[src/rtl/cfg_dma_pkg.sv]
package cfg_dma_pkg;

  localparam int unsigned KEY_W = 16;

  // control word bit positions
  localparam int unsigned CB_ERR   = 0;
  localparam int unsigned CB_READ  = 1;
  localparam int unsigned CB_SKIP  = 2;
  localparam int unsigned CB_SEL   = 3;
  localparam int unsigned CB_WRITE = 4;

  typedef enum logic [2:0] {
    S_IDLE, S_FETCH, S_DECODE, S_STEP, S_PUT, S_GET, S_WB
  } dma_state_e;

  typedef enum logic [1:0] {
    OP_NONE, OP_READ, OP_WRITE, OP_SKIP
  } dma_op_e;

  // read > write > skip
  function automatic dma_op_e pick_op(input logic [31:0] ctl);
    if (ctl[CB_READ])  return OP_READ;
    if (ctl[CB_WRITE]) return OP_WRITE;
    if (ctl[CB_SKIP])  return OP_SKIP;
    return OP_NONE;
  endfunction

  // bytes ofs..ofs+nbytes-1 of a big-endian 8-byte constant, right-aligned
  function automatic logic [63:0] sig_slice(input logic [63:0] sig,
                                            input logic [2:0]  ofs,
                                            input logic [3:0]  nbytes);
    logic [63:0] t;
    t = sig << (8 * ofs);
    if (nbytes == 4'd0 || nbytes > 4'd8) return 64'd0;
    return t >> (64 - 8 * nbytes);
  endfunction

  function automatic logic [15:0] item_len(input int k);
    return 16'(2 * k + 2);
  endfunction

  function automatic logic [7:0] item_init(input int k, input int i);
    return 8'(16 * (k + 1) + i);
  endfunction

endpackage

[src/rtl/cfg_item_store.sv]
module cfg_item_store
  import cfg_dma_pkg::*;
#(
  parameter int NUM_ITEMS = 4,
  parameter int MAX_LEN   = 8,
  parameter int WR_KEY    = 3
) (
  input  logic             clk,
  input  logic             rst_n,
  input  logic             sel,
  input  logic [KEY_W-1:0] key,
  input  logic             adv,
  input  logic             we,
  input  logic [7:0]       wdata,
  output logic             valid,
  output logic [15:0]      remain,
  output logic [7:0]       rbyte,
  output logic             writable
);

  localparam int IDX_W = (NUM_ITEMS > 1) ? $clog2(NUM_ITEMS) : 1;
  localparam int OFS_W = $clog2(MAX_LEN + 1);
  localparam int IW    = (MAX_LEN > 1) ? $clog2(MAX_LEN) : 1;

  logic             cur_ok;
  logic [IDX_W-1:0] cur_idx;
  logic [OFS_W-1:0] ofs;
  logic [7:0]       mem [NUM_ITEMS][MAX_LEN];
  logic [15:0]      len_tab [NUM_ITEMS];
  logic [15:0]      cur_len;
  logic             have_byte;

  for (genvar g = 0; g < NUM_ITEMS; g++) begin : g_len
    assign len_tab[g] = item_len(g);
  end

  assign cur_len   = cur_ok ? len_tab[cur_idx] : 16'd0;
  assign remain    = cur_len - 16'(ofs);
  assign have_byte = (remain != 16'd0);
  assign valid     = cur_ok;
  assign writable  = cur_ok && (cur_idx == IDX_W'(WR_KEY));
  assign rbyte     = have_byte ? mem[cur_idx][ofs[IW-1:0]] : 8'h00;

  always_ff @(posedge clk or negedge rst_n) begin
    if (!rst_n) begin
      cur_ok  <= 1'b1;
      cur_idx <= '0;
      ofs     <= '0;
      for (int k = 0; k < NUM_ITEMS; k++)
        for (int i = 0; i < MAX_LEN; i++)
          mem[k][i] <= item_init(k, i);
    end else if (sel) begin
      cur_ok  <= (int'(key) < NUM_ITEMS);
      cur_idx <= IDX_W'(key);
      ofs     <= '0;
    end else if (we && writable && have_byte) begin
      mem[cur_idx][ofs[IW-1:0]] <= wdata;
      ofs <= ofs + 1'b1;
    end else if (adv && have_byte) begin
      ofs <= ofs + 1'b1;
    end
  end

  // the engine only stores into the writable item
  a_r8_store_only_writable: assert property (@(posedge clk) disable iff (!rst_n)
    we |-> writable);

  // offset never passes the item end, and stays zero on an invalid key
  a_r13_ofs_bound: assert property (@(posedge clk) disable iff (!rst_n)
    (cur_ok |-> 16'(ofs) <= cur_len) and (!cur_ok |-> ofs == '0));

endmodule

[src/rtl/cfg_dma_regs.sv]
module cfg_dma_regs
  import cfg_dma_pkg::*;
#(
  parameter logic [63:0] SIGNATURE = "CFGDMA01"
) (
  input  logic        clk,
  input  logic        rst_n,
  input  logic        wr,
  input  logic [2:0]  addr,
  input  logic [3:0]  size,
  input  logic [63:0] wdata,
  input  logic        busy,
  output logic [63:0] rdata,
  output logic        trig,
  output logic [63:0] base
);

  logic [31:0] hi_q;
  logic        wr_hi, wr_lo, wr_full;

  assign wr_hi   = wr && !busy && size == 4'd4 && addr == 3'd0;
  assign wr_lo   = wr && !busy && size == 4'd4 && addr == 3'd4;
  assign wr_full = wr && !busy && size == 4'd8 && addr == 3'd0;

  assign trig  = wr_lo || wr_full;
  assign base  = wr_full ? wdata : {hi_q, wdata[31:0]};
  assign rdata = sig_slice(SIGNATURE, addr, size);

  always_ff @(posedge clk or negedge rst_n) begin
    if (!rst_n)     hi_q <= '0;
    else if (trig)  hi_q <= '0;
    else if (wr_hi) hi_q <= wdata[31:0];
  end

endmodule

[src/rtl/cfg_dma_fsm.sv]
module cfg_dma_fsm
  import cfg_dma_pkg::*;
(
  input  logic             clk,
  input  logic             rst_n,
  input  logic             trig,
  input  logic [63:0]      base,
  output logic             busy,
  output logic             mem_req,
  output logic             mem_we,
  output logic             mem_wide,
  output logic [63:0]      mem_addr,
  output logic [31:0]      mem_wdata,
  input  logic [31:0]      mem_rdata,
  input  logic             mem_ack,
  input  logic             mem_err,
  output logic             st_sel,
  output logic [KEY_W-1:0] st_key,
  output logic             st_adv,
  output logic             st_we,
  output logic [7:0]       st_wdata,
  input  logic [15:0]      st_remain,
  input  logic [7:0]       st_byte,
  input  logic             st_writable
);

  dma_state_e  state;
  dma_op_e     op_q;
  logic [63:0] base_q, daddr_q;
  logic [31:0] ctl_q, len_q;
  logic [1:0]  idx_q;
  logic        err_q, from_item_q;
  logic [7:0]  wbyte_q;
  logic        done_ok;
  logic        unused_ctl;

  assign unused_ctl = ^{ctl_q[15:5], ctl_q[CB_ERR], ctl_q[CB_READ], ctl_q[CB_SKIP], ctl_q[CB_WRITE]};
  assign busy    = (state != S_IDLE);
  assign done_ok = mem_ack && !mem_err;

  always_comb begin
    mem_req   = 1'b0;
    mem_we    = 1'b0;
    mem_wide  = 1'b0;
    mem_addr  = daddr_q;
    mem_wdata = '0;
    st_sel    = 1'b0;
    st_key    = ctl_q[31:16];
    st_adv    = 1'b0;
    st_we     = 1'b0;
    st_wdata  = mem_rdata[7:0];
    unique case (state)
      S_FETCH: begin
        mem_req  = 1'b1;
        mem_wide = 1'b1;
        mem_addr = base_q + {60'd0, idx_q, 2'b00};
      end
      S_DECODE: st_sel = ctl_q[CB_SEL];
      S_STEP:   st_adv = (len_q != 32'd0) && (op_q == OP_SKIP);
      S_PUT: begin
        mem_req   = 1'b1;
        mem_we    = 1'b1;
        mem_wdata = {24'd0, wbyte_q};
        st_adv    = done_ok && from_item_q;
      end
      S_GET: begin
        mem_req = 1'b1;
        st_we   = done_ok;
      end
      S_WB: begin
        mem_req   = 1'b1;
        mem_we    = 1'b1;
        mem_wide  = 1'b1;
        mem_addr  = base_q;
        mem_wdata = {31'd0, err_q};
      end
      default: ;
    endcase
  end

  always_ff @(posedge clk or negedge rst_n) begin
    if (!rst_n) begin
      state       <= S_IDLE;
      op_q        <= OP_NONE;
      base_q      <= '0;
      daddr_q     <= '0;
      ctl_q       <= '0;
      len_q       <= '0;
      idx_q       <= '0;
      err_q       <= 1'b0;
      from_item_q <= 1'b0;
      wbyte_q     <= '0;
    end else begin
      unique case (state)
        S_IDLE: if (trig) begin
          base_q <= base;
          idx_q  <= '0;
          err_q  <= 1'b0;
          state  <= S_FETCH;
        end
        S_FETCH: if (mem_ack) begin
          if (mem_err) begin
            err_q <= 1'b1;
            state <= S_WB;
          end else begin
            unique case (idx_q)
              2'd0: ctl_q          <= mem_rdata;
              2'd1: len_q          <= mem_rdata;
              2'd2: daddr_q[63:32] <= mem_rdata;
              default: daddr_q[31:0] <= mem_rdata;
            endcase
            idx_q <= idx_q + 2'd1;
            if (idx_q == 2'd3) state <= S_DECODE;
          end
        end
        S_DECODE: begin
          op_q <= pick_op(ctl_q);
          if (pick_op(ctl_q) == OP_NONE) len_q <= '0;
          state <= S_STEP;
        end
        S_STEP: begin
          if (len_q == 32'd0) begin
            state <= S_WB;
          end else begin
            unique case (op_q)
              OP_READ: begin
                wbyte_q     <= st_byte;
                from_item_q <= (st_remain != 16'd0);
                state       <= S_PUT;
              end
              OP_SKIP: begin
                len_q   <= len_q - 32'd1;
                daddr_q <= daddr_q + 64'd1;
              end
              OP_WRITE: begin
                if (st_remain == 16'd0 || !st_writable || {16'd0, st_remain} < len_q) begin
                  err_q <= 1'b1;
                  state <= S_WB;
                end else begin
                  state <= S_GET;
                end
              end
              default: state <= S_WB;
            endcase
          end
        end
        S_PUT, S_GET: if (mem_ack) begin
          if (mem_err) begin
            err_q <= 1'b1;
            state <= S_WB;
          end else begin
            len_q   <= len_q - 32'd1;
            daddr_q <= daddr_q + 64'd1;
            state   <= S_STEP;
          end
        end
        S_WB: if (mem_ack) state <= S_IDLE;
        default: state <= S_IDLE;
      endcase
    end
  end

  // a request is held unchanged until acknowledged
  a_r14_req_hold: assert property (@(posedge clk) disable iff (!rst_n)
    (mem_req && !mem_ack) |=> (mem_req && $stable(mem_addr) && $stable(mem_we) && $stable(mem_wide)));

  // word writes only go to the record's control word, carrying 0 or 1
  a_r9_status_word: assert property (@(posedge clk) disable iff (!rst_n)
    (mem_req && mem_we && mem_wide) |-> (mem_wdata[31:1] == 31'd0 && mem_addr == base_q));

  // an item store write is only issued on a successful memory byte read
  a_r8_we_after_read: assert property (@(posedge clk) disable iff (!rst_n)
    st_we |-> (mem_ack && !mem_err && !mem_we && !mem_wide));

endmodule

[src/rtl/cfg_dma_engine.sv]
module cfg_dma_engine
  import cfg_dma_pkg::*;
#(
  parameter int          NUM_ITEMS = 4,
  parameter int          MAX_LEN   = 8,
  parameter int          WR_KEY    = 3,
  parameter logic [63:0] SIGNATURE = "CFGDMA01"
) (
  input  logic        clk,
  input  logic        rst_n,
  input  logic        reg_wr,
  input  logic [2:0]  reg_addr,
  input  logic [3:0]  reg_size,
  input  logic [63:0] reg_wdata,
  output logic [63:0] reg_rdata,
  output logic        busy,
  input  logic        sel_wr,
  input  logic [15:0] sel_key,
  input  logic        dat_rd,
  output logic [7:0]  dat_rdata,
  output logic        mem_req,
  output logic        mem_we,
  output logic        mem_wide,
  output logic [63:0] mem_addr,
  output logic [31:0] mem_wdata,
  input  logic [31:0] mem_rdata,
  input  logic        mem_ack,
  input  logic        mem_err
);

  logic             trig;
  logic [63:0]      base;
  logic             f_sel, f_adv, f_we;
  logic [KEY_W-1:0] f_key;
  logic [7:0]       f_wdata;
  logic             s_sel, s_adv;
  logic [KEY_W-1:0] s_key;
  logic             st_valid, st_writable;
  logic [15:0]      st_remain;
  logic [7:0]       st_byte;
  logic             unused_valid;

  assign unused_valid = st_valid;

  cfg_dma_regs #(.SIGNATURE(SIGNATURE)) u_regs (
    .clk(clk), .rst_n(rst_n), .wr(reg_wr), .addr(reg_addr), .size(reg_size),
    .wdata(reg_wdata), .busy(busy), .rdata(reg_rdata), .trig(trig), .base(base)
  );

  cfg_dma_fsm u_fsm (
    .clk(clk), .rst_n(rst_n), .trig(trig), .base(base), .busy(busy),
    .mem_req(mem_req), .mem_we(mem_we), .mem_wide(mem_wide), .mem_addr(mem_addr),
    .mem_wdata(mem_wdata), .mem_rdata(mem_rdata), .mem_ack(mem_ack), .mem_err(mem_err),
    .st_sel(f_sel), .st_key(f_key), .st_adv(f_adv), .st_we(f_we), .st_wdata(f_wdata),
    .st_remain(st_remain), .st_byte(st_byte), .st_writable(st_writable)
  );

  // selector port owns the store only while the engine is idle
  assign s_sel = busy ? f_sel : sel_wr;
  assign s_key = busy ? f_key : sel_key;
  assign s_adv = busy ? f_adv : dat_rd;

  cfg_item_store #(.NUM_ITEMS(NUM_ITEMS), .MAX_LEN(MAX_LEN), .WR_KEY(WR_KEY)) u_store (
    .clk(clk), .rst_n(rst_n), .sel(s_sel), .key(s_key), .adv(s_adv),
    .we(f_we), .wdata(f_wdata), .valid(st_valid), .remain(st_remain),
    .rbyte(st_byte), .writable(st_writable)
  );

  assign dat_rdata = st_byte;

  // a byte written to memory while the item is exhausted is zero
  a_r6_zero_fill: assert property (@(posedge clk) disable iff (!rst_n)
    (mem_req && mem_we && !mem_wide && st_remain == 16'd0) |-> mem_wdata[7:0] == 8'h00);

  // the selector port cannot move the store during a transfer
  a_r12_host_locked: assert property (@(posedge clk) disable iff (!rst_n)
    (busy && !f_sel && !f_adv && !f_we) |=> $stable(st_remain));

endmodule

[config.mk]
export PLATFORM = sky130hd
export DESIGN_NAME = cfg_dma_engine
export DESIGN_NICKNAME = d
export VERILOG_FILES = /design/src/rtl/cfg_dma_pkg.sv /design/src/rtl/cfg_item_store.sv /design/src/rtl/cfg_dma_regs.sv /design/src/rtl/cfg_dma_fsm.sv /design/src/rtl/cfg_dma_engine.sv
export SDC_FILE = /design/constraint.sdc
export NUM_CORES = 1
export LEC_CHECK = 0
export BUFFER_PORTS_ARGS = -buffer_cell sky130_fd_sc_hd__buf_2
export CAP_MARGIN = 20
export CORE_MARGIN = 2
export CORE_UTILIZATION = 25
export CTS_BUF_LIST = sky130_fd_sc_hd__clkbuf_16
export CTS_CLUSTER_DIAMETER = 120
export CTS_CLUSTER_SIZE = 8
export DETAILED_ROUTE_END_ITERATION = 8
export GPL_TIMING_DRIVEN = 0
export PLACE_DENSITY_LB_ADDON = 0.25
export SYNTH_ARGS = -nofsm -noshare
export SYNTH_HDL_FRONTEND = slang
export SYNTH_SLANG_ARGS = --single-unit
[constraint.sdc]
create_clock -name clk -period 4.85 [get_ports clk]
set_clock_uncertainty 0.05 [all_clocks]
set_input_delay 0.2425 -clock clk [delete_from_list [all_inputs] [get_ports clk]]
set_output_delay 0.2425 -clock clk [all_outputs]
set_load 0.005 [all_outputs]
Yosys cells after proc, flatten, opt, wreduce, memory -nomap -nowiden
Index checks and enable logic that the tools add are counted.
- input port bits: 126
- flip-flop bits (word level): 504
- output and inout bits: 172
- word-level logic and storage cells: 248
- add/sub/neg operators: 7
- shift-type cells: 2
- magnitude comparators: 7
- muxes and demuxes: 92
- bitwise gates (word level): 5
- equal/unequal tests: 34
- reduce and logical (&&, ||, !) cells: 54
- operators with widths (kind ; number):
    $mux W64 ; 12
    $mux W32 ; 12
    $bwmux W256 ; 1
    $pmux W64 S3 ; 1
    $bmux W64 S2 ; 1
    $demux W64 S2 ; 1
    $pmux W32 S4 ; 1
    $pmux W64 S2 ; 1
    $add A64 B1 Y64 const B ; 1
    $add A64 B4 Y64 ; 1
    $mux W16 ; 4
    $shl A63 B6 Y64 const A ; 1
    $shr A64 B32 Y64 ; 1
    $bmux W16 S2 ; 1
    $logic_not A32 Y1 ; 1
    $lt A16 B32 Y1 ; 1
    $mux W8 ; 4
    $reduce_bool A32 Y1 ; 1
    $sub A32 B1 Y32 const B ; 1
    $bmux W8 S3 ; 1
    $demux W8 S3 ; 1
    $mux W3 ; 8
    $mux W1 ; 23
    $mux W2 ; 11
    other kinds (52) ; 110

Logic depth before layout (Yosys ltp)
Gate-level depths: netlist of run 1.
- depth in word-level cells: 14
- depth in mapped cells: 17
- depth with buffers taken out: 14

Hierarchy
Synthesis of run 1 repeated with hierarchy kept, for this count alone.
- cell total of the unflattened synthesis: 2859
- area, all modules: 30211.5 µm²
- modules (own cells, without submodules) (module ; area each (µm²) ; sequential area each (µm²) ; cells each ; times used):
    cfg_dma_fsm ; 13501.7 ; 4929.7 ; 1587 ; 1
    cfg_item_store ; 13087.6 ; 6692.7 ; 864 ; 1
    cfg_dma_regs ; 3350.7 ; 800.8 ; 388 ; 1
    cfg_dma_engine ; 271.5 ; 0.0 ; 20 ; 1

Worst setup path before layout of run 1
OpenSTA, ideal clock, no wires.
- path kind: flip-flop to flip-flop
- start point: register u_store.cur_idx[0]
- end point: register u_store.mem[102] (netlist bit)
- setup slack: 771 ps
- setup time: 125 ps
- data required time: 4675 ps
- buffers on the path: 4
- stages on the path, launching flop included: 18
- clock period less this slack: 4079 ps
- arrival time: 3904 ps
- path through: dfrtp_1 clkbuf_1 buf_2 buf_2 inv_1 ha_1 and2_1 ha_1 o21a_1 nor2_1 fa_1 nand3b_1 nor2_1 o21a_1 nor2_1 clkbuf_1 nand3_1 mux2_2
- longest elaborated chain between the ends: 9
- elaborated cells between the ends (all ways): 18
- those cells by class: add/sub: 1; order compare: 2; eq/ne: 1; mux: 7; bitwise: 1; reduce/logical: 6
- RTL lines (item ; RTL line ; RTL):
    start, declared ; cfg_item_store.sv:26 ; logic [IDX_W-1:0] cur_idx;
    start signal, assigned ; cfg_item_store.sv:54 ; cur_idx <= IDX_W'(key);
    $not A2 Y3 (not written as such) ; cfg_item_store.sv:37, cfg_item_store.sv:57 ;
    $bmux W16 S2 ; cfg_item_store.sv:37 ; assign cur_len = cur_ok ? len_tab[cur_idx] : 16'd0;
    $mux W16 (not written as such) (2 in a row) ; cfg_item_store.sv:37 ;
    $mux W16 ; cfg_item_store.sv:37 ;
    $sub A16 B4 Y16 ; cfg_item_store.sv:38 ; assign remain = cur_len - 16'(ofs);
    $reduce_bool A16 Y1 ; cfg_item_store.sv:39 ; assign have_byte = (remain != 16'd0);
    $logic_and A1 B1 Y1 ; cfg_item_store.sv:56 ; end else if (we && writable && have_byte) begin
    $reduce_and A2 Y1 (no line) ; -- ;
    end signal, assigned by index ; cfg_item_store.sv:51 ; mem[k][i] <= item_init(k, i);
    end signal, assigned by index ; cfg_item_store.sv:57 ; mem[cur_idx][ofs[IW-1:0]] <= wdata;
    end, declared ; cfg_item_store.sv:28 ; logic [7:0] mem [NUM_ITEMS][MAX_LEN];
Several ways; a longest one is shown, not always the timed one. The select of a mux whose other input is x is not followed.
A chain may end at the register's enable or synchronous reset.

Final worst setup path of run 1
- start point: register u_store.cur_idx[0]
- end point: output port dat_rdata[2]
- longest elaborated chain between the ends: 8
- elaborated cells between the ends (all ways): 14
- those cells by class: add/sub: 1; mux: 11; bitwise: 1; reduce/logical: 1
- RTL lines (item ; RTL line ; RTL):
    $not A2 Y3 (not written as such) (*) ; cfg_item_store.sv:37, cfg_item_store.sv:42 ;
    $bmux W16 S2 or $bmux W64 S2 (tied branches) ; cfg_item_store.sv:37, cfg_item_store.sv:42 ;
    $mux W16 (not written as such) or $mux W64 (tied branches) (2 in a row) ; cfg_item_store.sv:37, cfg_item_store.sv:42 ;
    $mux W16 or $bmux W8 S3 (tied branches) ; cfg_item_store.sv:37, cfg_item_store.sv:42 ;
    $sub A16 B4 Y16 or $mux W8 (tied branches) ; cfg_item_store.sv:38, cfg_item_store.sv:42 ;
    $reduce_bool A16 Y1 or $mux W8 (tied branches) ; cfg_item_store.sv:39, cfg_item_store.sv:42 ;
    $mux W8 (*) ; cfg_item_store.sv:42 ; assign rbyte = have_byte ? mem[cur_idx][ofs[IW-1:0]] : 8'h00;
    end, declared ; cfg_dma_engine.sv:20 ; output logic [7:0] dat_rdata,
Every way passes the cells marked *; elsewhere a longest branch is shown, timed or not. The select of a mux whose other input is x is not followed.

==> results of run 1 <==
[how the worst max path moves through the flow]
stage,end,from,slack [ns],cells past startpoint
after detailed placement,u_store.mem[104],u_store.cur_idx[1],-0.85,16
after floorplan,u_store.mem[102],u_store.cur_idx[0],0.77,17
after global routing,dat_rdata[0],u_store.cur_idx[0],0.002,16
after global placement,u_store.mem[52],rst_n,-7.46,1
after CTS,dat_rdata[0],u_store.cur_idx[0],0.03,17
final,dat_rdata[2],u_store.cur_idx[0],0.19,15
[placed cells by master (no fill, tap or decap), types with 15 or more instances in the layout]
cell type / synthesis / final
dfrtp_1: 403 / 403
mux2_2: 316 / 316
buf_2: 20 / 280
nand2_1: 213 / 210
nor2_1: 184 / 181
a21oi_1: 167 / 167
o21ai_0: 158 / 158
clkbuf_1: 152 / 146
nand3_1: 116 / 94
inv_1: 58 / 93
dlygate4sd3_1: 0 / 92
dfstp_2: 89 / 89
nor3_1: 75 / 75
clkbuf_16: 0 / 72
mux4_2: 64 / 64
o22ai_1: 60 / 60
and3_1: 45 / 45
ha_1: 45 / 45
mux2i_1: 42 / 42
buf_4: 40 / 42
a22o_1: 39 / 39
o22a_1: 38 / 38
a31oi_1: 34 / 34
conb_1: 1 / 32
nor4_1: 35 / 31
a22oi_1: 25 / 25
nand4_1: 24 / 24
nand3_2: 1 / 23
and2_1: 22 / 22
or4_1: 20 / 20
a32oi_1: 19 / 19
buf_1: 19 / 18
nand2b_1: 15 / 15
a221o_1: 15 / 15
o211ai_1: 15 / 15
o2bb2ai_1: 15 / 15
[repair_timing]
item,in CTS,in global routing
hold buffers,92,0
resized for setup,47,4
endpoints found under the hold margin,205,0
cloned,0,0
endpoints found under the setup margin,279,53
[through the flow]
stage / std cells / power, µW / cell area (µm²)
final: 4795 / 18560 / 35230
after global routing: 4792 / 19560 / 35230
after CTS: 4790 / 18510 / 35220
after detailed placement: 4583 / 13500 / 31960
after global placement: 4573 / 13450 / 31770
after floorplan: 2812 / 9879 / 28590
[layout make-up]
cell class                      count  area share (%)
Antenna cell                        5         0.03551
Sequential cell                   492           35.26
Clock buffer                       72           5.114
Buffer                            229           3.040
Clock inverter                     44          0.9873
Multi-Input combinational cell   2029           42.75
Inverter                           60          0.6392
Tap cell                         1500           5.327
Timing Repair Buffer              364           6.850
[worst max-delay path, delay by kind of cell, from the launching register on]
kind            cells  cell delay, ns
compound gates      2            0.31
flops               1            0.41
buf+inv             5            0.98
fa+ha+maj           3            1.07
simple gates        5            0.93
[registers in the layout, indices dropped and copies added, names as in the netlist]
register	count
u_fsm.daddr_q	64
u_fsm.len_q	32
u_fsm.wbyte_q	8
u_fsm.err_q	1
u_fsm.idx_q	2
u_fsm.op_q	2
u_fsm.state	3
u_regs.hi_q	32
u_store.mem	256
u_store.valid	1
u_fsm.ctl_q	20
u_fsm.from_item_q	1
u_store.ofs	4
u_fsm.base_q	64
u_store.cur_idx	2
[per-layer routing]
| metal | vias to the layer above | wire [µm] | share of wire (%) | GRT usage, % |
|---|---|---|---|---|
| li1 | 11360 | - | - | - |
| met1 | 13020 | 50720 | 43 | 26.20 |
| met2 | 1017 | 53720 | 46 | 31.57 |
| met3 | 258 | 7521 | 6.4 | 3.522 |
| met4 | 4 | 4775 | 4.1 | 7.544 |
| met5 | - | 27 | 0.023 | 0 |
[logic make-up (layout without fill, tap and decap cells)]
family | Yosys count | after routing | synth area share (%)
buffers and inverters | 291 | 769 | 4.452
and+or+nand+nor | 811 | 811 | 13.97
xor gates and xnor gates | 5 | 5 | 0.1538
muxes | 422 | 422 | 19.04
other | 1 | 37 | 0.01317
adders and majority gates | 48 | 48 | 2.189
DFF | 492 | 492 | 43.63
AOI/OAI and AO/OA | 711 | 711 | 16.55
[where the power goes]
part           internal [µW]  switching, µW  total (µW)
logic                   2810           5460        8270
clock network           2710           2100        4820
registers               4700            777        5480
total                  10200           8340       18600
==> flow_summary.yaml, run 1 <==
run_status:
  outcome: "complete, no violations"
sta:
  layout_setup_ws_ns: 0.1917
  maxSlewViolCount: 0
  worst_pin_slew_ns: 1.041
  setup_viol: 0
  fin_hold_ws_ns: 0.02831
  relSlewSlack_pct: 30.60
  max_freq_mhz: 214.7
  finalCriticalPeriod_ns: 4.658
  fin_crit_sh_pct: 96.05
  hold_viol: 0
  final.setup.tns_ns: 0
  rsz0062_at_grt: "false"
cts:
  numCtsBuffers: 72
  worstSkewPairLatency_ns: 0.66
  cts.htree.levels: 3
  postCtsSetupRepairBufs: 0
  clock_path_buffers: 3
  root_buffer: "clkbuf_16"
  path_clk_slew_ns: 0.06
  clkSinkCount: 492
  cts_tree: "done"
synthesis:
  syn_area_per_cell_um2: 10.24
  yosysUniqueCellTypes: 80
  synth_edf_count: 0
  async_flop_share_pct: 100.0
  synth_flop_cell: "dfrtp_1"
  yosysMostFrequentCell: "dfrtp_1"
  synth_area_um2: 28470
  synth_top_cell_area_share_pct: 35.42
  ys_seq_area_share_pct: 43.63
  synth_area_leader_cell: "dfrtp_1"
  synth_commonest_cells: "dfrtp_1, mux2_2, nand2_1"
  ys_top_cells_by_area: "dfrtp_1, mux2_2, dfstp_2, mux4_2, a21oi_1"
  ys.warnings.count: 0
  ys_ff_latch: 492
  syn-instance-count: 2781
placement:
  place_ws_ns: -0.8538
  io_buffers: 261
  gp_congestion: 0.9549
  hpwl_mm: 86.10
floorplan:
  die-area_um2: 116600
  start_util_pct: 25.27
  core-area_um2: 112700
  dieHeight_um: 341.5
  rows: 123
  die_width_um: 341.5
  io_pins: 298
finish:
  nFillCells: 11770
  nets: 3422
  area_growth_pct: 23.75
  utilization_pct: 31.28
  seqCellArea_um2: 12420
  drive_above_1_share_pct: 28.66
  multi_input_area_um2: 15060
global_routing:
  antenna_found_initial: 8
  grt_pass1_vias: 25650
  grt_max_degree: 111
  grt_usage_pct: 19.64
  gr-total-overflow: 0
  grt_pass1_wl_mm: 173.0
drt:
  detail-route-antenna-nets: 0
  vias: 25660
  dr.pass1.iters: 6
  first_iter_violations: 2565
  routed_wl_mm: 116.8
  drc_errors: 0
  via_per_inst: 5.350
  wire_per_inst_um: 24.35
worst_setup_path:
  r2r_slack_ns: 0.37
  cp_max_fo: 19
  arrival_ns: 4.37
  worst_setup_path_start_kind: "flop"
  slowest_stage: "nor2_1"
  worstPathRequired_ns: 4.56
  max_stage_delay_ns: 0.48
  end_kind: "primary output"
  reg2reg_from: "u_store.cur_idx[0]"
  r2r_cells: 16
  worstSetupPathType: "reg -> out"
  r2r-end: "u_store.mem[119]"
  path_cells: "clkbuf_2 > buf_12 > inv_1 > ha_1 > and2_1 > ha_1 > o21a_1 > nor2_1 > fa_1 > nand3b_1 > nor2_1 > o21a_1 > clkbuf_8 > nor2_1 > buf_2"
  cp_common_cell: "nor2_1"
power:
  power.density_nw_per_um2: 526.8
  p_leak_uw: 0.01534
  vdd_ir_drop_max_mv: 0.2610
min_path:
  min_path_type: "in -> reg"
  hp-start: "mem_rdata[10]"
  hold_end: "u_fsm.len_q[10]"
  hold_depth: 3
flow_run:
  maxCapViolations: 0
Note: power is estimated with default switching activity, not from simulation.
==> inputs of run 2 (changes only) <==
CELL_PAD_IN_SITES_DETAIL_PLACEMENT = 0   (was default)
CELL_PAD_IN_SITES_GLOBAL_PLACEMENT = 1   (was default)
==> run 2 against run 1 <==
- utilization shrank 0.11 points
- design area shrank 0.37%
- worst hold slack worse by 0.0060 ns
- global-route usage grew 0.76 points
- via count fell by 1.8%
- critical endpoint is now mem_addr[36]
- register-to-register slack worse by 0.11 ns
==> flow_summary.yaml, run 2 (same netlist as run 1, synthesis figures left out) <==
floorplan:
  die_width_um: 341.5
  start_util_pct: 25.27
  io_pins: 298
  dieHeight_um: 341.5
  die-area_um2: 116600
  rows: 123
  core-area_um2: 112700
worst_setup_path:
  cp_common_cell: "clkbuf_1"
  worstPathRequired_ns: 4.56
  slowest_stage: "clkbuf_1"
  cp_max_fo: 10
  worstSetupPathType: "reg -> out"
  end_kind: "primary output"
  path_cells: "clkbuf_1 > nand2b_1 > inv_1 > and2_1 > clkbuf_1 > nor2_1 > clkbuf_1 > clkbuf_1 > nand2_1 > o31a_1 > o21ai_0 > buf_2"
  arrival_ns: 4.32
  worst_setup_path_start_kind: "flop"
  max_stage_delay_ns: 0.69
finish:
  area_growth_pct: 23.30
  final_design_area_no_fill_um2: 35100
  nets: 3421
  largest_register_ff_count: 256
  seqCellArea_um2: 12420
  multi_input_area_um2: 15040
  largestRegisters: "u_store.mem: 256 flops, u_fsm.base_q: 64 flops, u_fsm.daddr_q: 64 flops"
  layout_common_cells: "dfrtp_1, mux2_2, buf_2, nand2_1, nor2_1"
  drive_above_1_share_pct: 28.58
  final_common_cell: "dfrtp_1"
  top_register: "u_store.mem"
  nFillCells: 11860
  utilization_pct: 31.16
sta:
  finalCriticalPeriod_ns: 4.611
  rsz0062_at_grt: "false"
  fin_crit_sh_pct: 95.07
  fin_hold_ws_ns: 0.02235
  worst_pin_slew_ns: 1.097
  max_freq_mhz: 216.9
  layout_setup_ws_ns: 0.2389
  final.setup.tns_ns: 0
  maxSlewViolCount: 0
  setup_viol: 0
  relSlewSlack_pct: 26.28
  hold_viol: 0
cts:
  worstSkewPairLatency_ns: 0.64
  cts_tree: "done"
  cts.htree.levels: 3
  clkSinkCount: 492
  path_clk_slew_ns: 0.05
  clock_path_buffers: 3
  root_buffer: "clkbuf_16"
  numCtsBuffers: 71
power:
  vdd_ir_drop_max_mv: 0.2655
  p_leak_uw: 0.01532
  power.density_nw_per_um2: 526.3
drt:
  via_per_inst: 5.260
  wire_per_inst_um: 25.29
  vias: 25200
  drc_errors: 0
  first_iter_violations: 1925
  routed_wl_mm: 121.2
  detail-route-antenna-nets: 0
  dr.pass1.iters: 7
global_routing:
  grt_max_degree: 119
  grt_pass1_wl_mm: 176.4
  grt_usage_pct: 20.40
  gr-total-overflow: 0
  antenna_found_initial: 7
  grt_pass1_vias: 25270
run_status:
  outcome: "complete, no violations"
placement:
  hpwl_mm: 89.30
  io_buffers: 261
  place_area_um2: 31980
  gp_congestion: 0.8977
  place_ws_ns: -0.9837
flow_run:
  maxCapViolations: 0
min_path:
  min_path_type: "in -> reg"
-- run 2: layout make-up --
class | count | share of cell area (%)
flip-flops and latches | 492 | 35.39
well taps | 1500 | 5.346
plain buffers | 228 | 3.008
inverters | 60 | 0.6416
clock inverters | 44 | 0.7806
clock buffers | 71 | 5.061
repair buffers | 365 | 6.911
diodes | 2 | 0.01426
multi-input cells | 2029 | 42.85
-- run 2: repair_timing --
item / CTS / global route
endpoints found under the hold margin: 203 / 0
pin swaps: 1 / 0
endpoints found under the setup margin: 279 / 159
resized for setup: 36 / 5
buffers inserted: 2 / 0
hold buffers: 90 / 0
-- run 2: critical path: cells and delay by family, from the launching register on --
family | cells | cell delay, ns
AND/OR/NAND/NOR | 4 | 0.96
AO/OA/AOI/OAI | 2 | 0.32
buffers and inverters | 6 | 2.09
flip-flops | 1 | 0.32
-- run 2: layer usage --
layer	share of wire (%)	GRT usage, %
met4	3.8	7.425
met5	0	0
met2	48	33.90
met1	43	26.71
met3	5.5	3.256
-- run 2: final timing paths --
path | startpoint | end | cells past startpoint | slack (ns)
setup / recovery | u_fsm.state[0] | mem_addr[36] | 12 | 0.24
hold / removal | sel_wr | u_store.valid | 4 | 0.02
max in group asynchronous | rst_n | u_store.mem[50] | 4 | 3.03
hold reg to reg | u_fsm.from_item_q | u_fsm.from_item_q | 2 | 0.44
setup reg to reg | u_store.cur_idx[1] | u_store.mem[72] | 15 | 0.26
min in group asynchronous | rst_n | u_fsm.len_q[22] | 2 | 0.13
-- run 2: stage by stage --
stage / std cells / power [µW]
after global placement: 4573 / 13670
after global routing: 4789 / 19530
after CTS: 4788 / 18580
after detailed placement: 4583 / 13680
final: 4791 / 18480
after floorplan: 2812 / 9879
-- run 2: power by group --
group          internal, µW  total [µW]  switching (µW)
sequential             4700        5470             767
clock                  2660        4700            2040
combinational          2800        8310            5510
total                 10200       18500            8320
==> inputs of run 3 (changes only) <==
CTS_BUF_LIST = default   (was sky130_fd_sc_hd__clkbuf_16)
==> run 3 against run 2 <==
- sequential cell count stayed put
- global-route usage hardly changed
- utilization about the same
- non-clock buffer count unchanged
- fmax is essentially flat
- critical endpoint unchanged
- largest cell class unchanged
==> flow_summary.yaml, run 3 (same netlist as run 1, synthesis figures left out) <==
placement:
  place_ws_ns: -0.9837
  gp_congestion: 0.8977
  hpwl_mm: 89.30
  io_buffers: 261
  dp_cells: 4583
cts:
  clock_path_buffers: 3
  path_clk_slew_ns: 0.05
  cts_tree: "done"
  numCtsBuffers: 71
  clkSinkCount: 492
  root_buffer: "clkbuf_16"
  cts.htree.levels: 3
  worstSkewPairLatency_ns: 0.64
finish:
  layout_common_cells: "dfrtp_1, mux2_2, buf_2, nand2_1, nor2_1"
  largestRegisters: "u_store.mem: 256 flops, u_fsm.base_q: 64 flops, u_fsm.daddr_q: 64 flops"
  area_growth_pct: 23.30
  fin_cells: 4792
  drive_above_1_share_pct: 28.58
  top_register: "u_store.mem"
  nets: 3421
  largest_register_ff_count: 256
  final_common_cell: "dfrtp_1"
power:
  p_leak_uw: 0.01517
  intPower_uw: 10240
  power.density_nw_per_um2: 528.8
  vdd_ir_drop_max_mv: 0.2687
  p_sw_share_pct: 44.86
  seqPwrFrac_pct: 29.4
  comb_power_share_pct: 44.8
  clkPwrFrac_pct: 25.7
  switchingPower_uw: 8328
drt:
  wire_per_inst_um: 25.32
  via_per_inst: 5.277
  first_iter_violations: 1961
  dr.pass1.iters: 5
  vias: 25290
  detail-route-antenna-nets: 0
  routed_wl_mm: 121.3
  drc_errors: 0
sta:
  relSlewSlack_pct: 24.59
  layout_setup_ws_ns: 0.2376
  rsz0062_at_grt: "false"
  maxSlewViolCount: 0
  fin_crit_sh_pct: 95.10
  max_freq_mhz: 216.8
  finalCriticalPeriod_ns: 4.612
  setup_viol: 0
  hold_viol: 0
  worst_pin_slew_ns: 1.121
worst_setup_path:
  r2r_cells: 15
  worstPathRequired_ns: 4.56
  crit_path_end: "mem_addr[36]"
  r2r-end: "u_store.mem[72]"
  cp_max_fo: 10
  crit_start: "u_fsm.state[0]"
  worstSetupPathType: "reg -> out"
  arrival_ns: 4.32
  end_kind: "primary output"
  reg2reg_from: "u_store.cur_idx[1]"
  r2r_slack_ns: 0.27
  worst_setup_path_start_kind: "flop"
floorplan:
  die_width_um: 341.5
  dieHeight_um: 341.5
  die-area_um2: 116600
  start_util_pct: 25.27
  rows: 123
  io_pins: 298
  core-area_um2: 112700
min_path:
  min_path_type: "in -> reg"
  hp-start: "sel_wr"
global_routing:
  grt.busiest_layer: "met2"
  use_met3_pct: 3.256
  grt_pass1_vias: 25270
  antenna_found_initial: 7
  grtUsageMet1_pct: 26.71
  grt_pass1_wl_mm: 176.4
  grt_usage_pct: 20.39
  grt_max_degree: 119
  gr-total-overflow: 0
  use_met2_pct: 33.89
run_status:
  outcome: "complete, no violations"
flow_run:
  maxCapViolations: 0
==> run 3: cell types whose count changed in the layout (fill, tap and decap cells not counted) <==
cell,before,now
clkbuf_1,146,182
inv_1,94,58
diode_2,2,3
==> run 3: worst max-delay path, stage by stage (launching register included) <==
cell	delay, ns
dfrtp_1	0.32
clkbuf_1	0.34
nand2b_1	0.27
inv_1	0.11
and2_1	0.16
clkbuf_1	0.26
nor2_1	0.29
clkbuf_1	0.51
clkbuf_1	0.69
nand2_1	0.24
o31a_1	0.15
o21ai_0	0.16
buf_2	0.19
==> run 3: repair_timing <==
action                                  4_1_cts  5_1_grt
hold endpoints to repair                    203        0
endpoints found under the setup margin      279      160
pin swaps                                     1        0
setup buffers                                 2        0
hold buffers                                 90        0
gates resized for setup                      36        5
==> run 3: layout make-up <==
class	count	area, µm²
Fill cell	11860	77550
Tap cell	1500	1877
Inverter	60	225.2
Clock inverter	8	138.9
Multi-Input combinational cell	2029	15040
Antenna cell	3	7.507
Buffer	228	1056
Clock buffer	107	1912
Sequential cell	492	12420
Timing Repair Buffer	365	2426
==> run 3: per-layer routing <==
layer  wire length, µm  up-vias
li1                  -    11370
met2             57750      777
met4              4655        0
met5                 0        -
met3              6360      199
met1             52580    12950
==> run 3: how the worst min path moves through the flow <==
stage	endpoint	slack [ns]	cells past startpoint
after floorplan	u_fsm.base_q[0]	-0.10	0
after global placement	u_fsm.from_item_q	0.43	2
after detailed placement	u_fsm.len_q[22]	0.23	1
after CTS	u_store.valid	0.02	4
after global routing	u_store.valid	0.04	4
final	u_store.valid	0.02	4
==> run 3: through the flow <==
step / setup TNS [ns] / hold slack, ns / util [%] / total power [µW] / instance area (µm²)
floorplan: 0 / -0.1031 / - / 9879 / 28590
global placement: -3591.81 / 0.4255 / 28.20 / 13670 / 31770
detailed placement: -206.65 / 0.2300 / 28.39 / 13680 / 31980
CTS: 0 / 0.01503 / 31.14 / 18650 / 35080
global route: 0 / 0.04279 / 31.16 / 19610 / 35100
finish: 0 / 0.02399 / 31.16 / 18560 / 35110
==> run 3: power by group through the flow <==
stage               Sequential [µW]  Clock, µW  Combinational [µW]
CTS                            5450       4870                8330
global placement               5520          0                8160
floorplan                      5170          0                4710
global route                   5530       5060                9020
detailed placement             5510          0                8170
finish                         5470       4770                8330
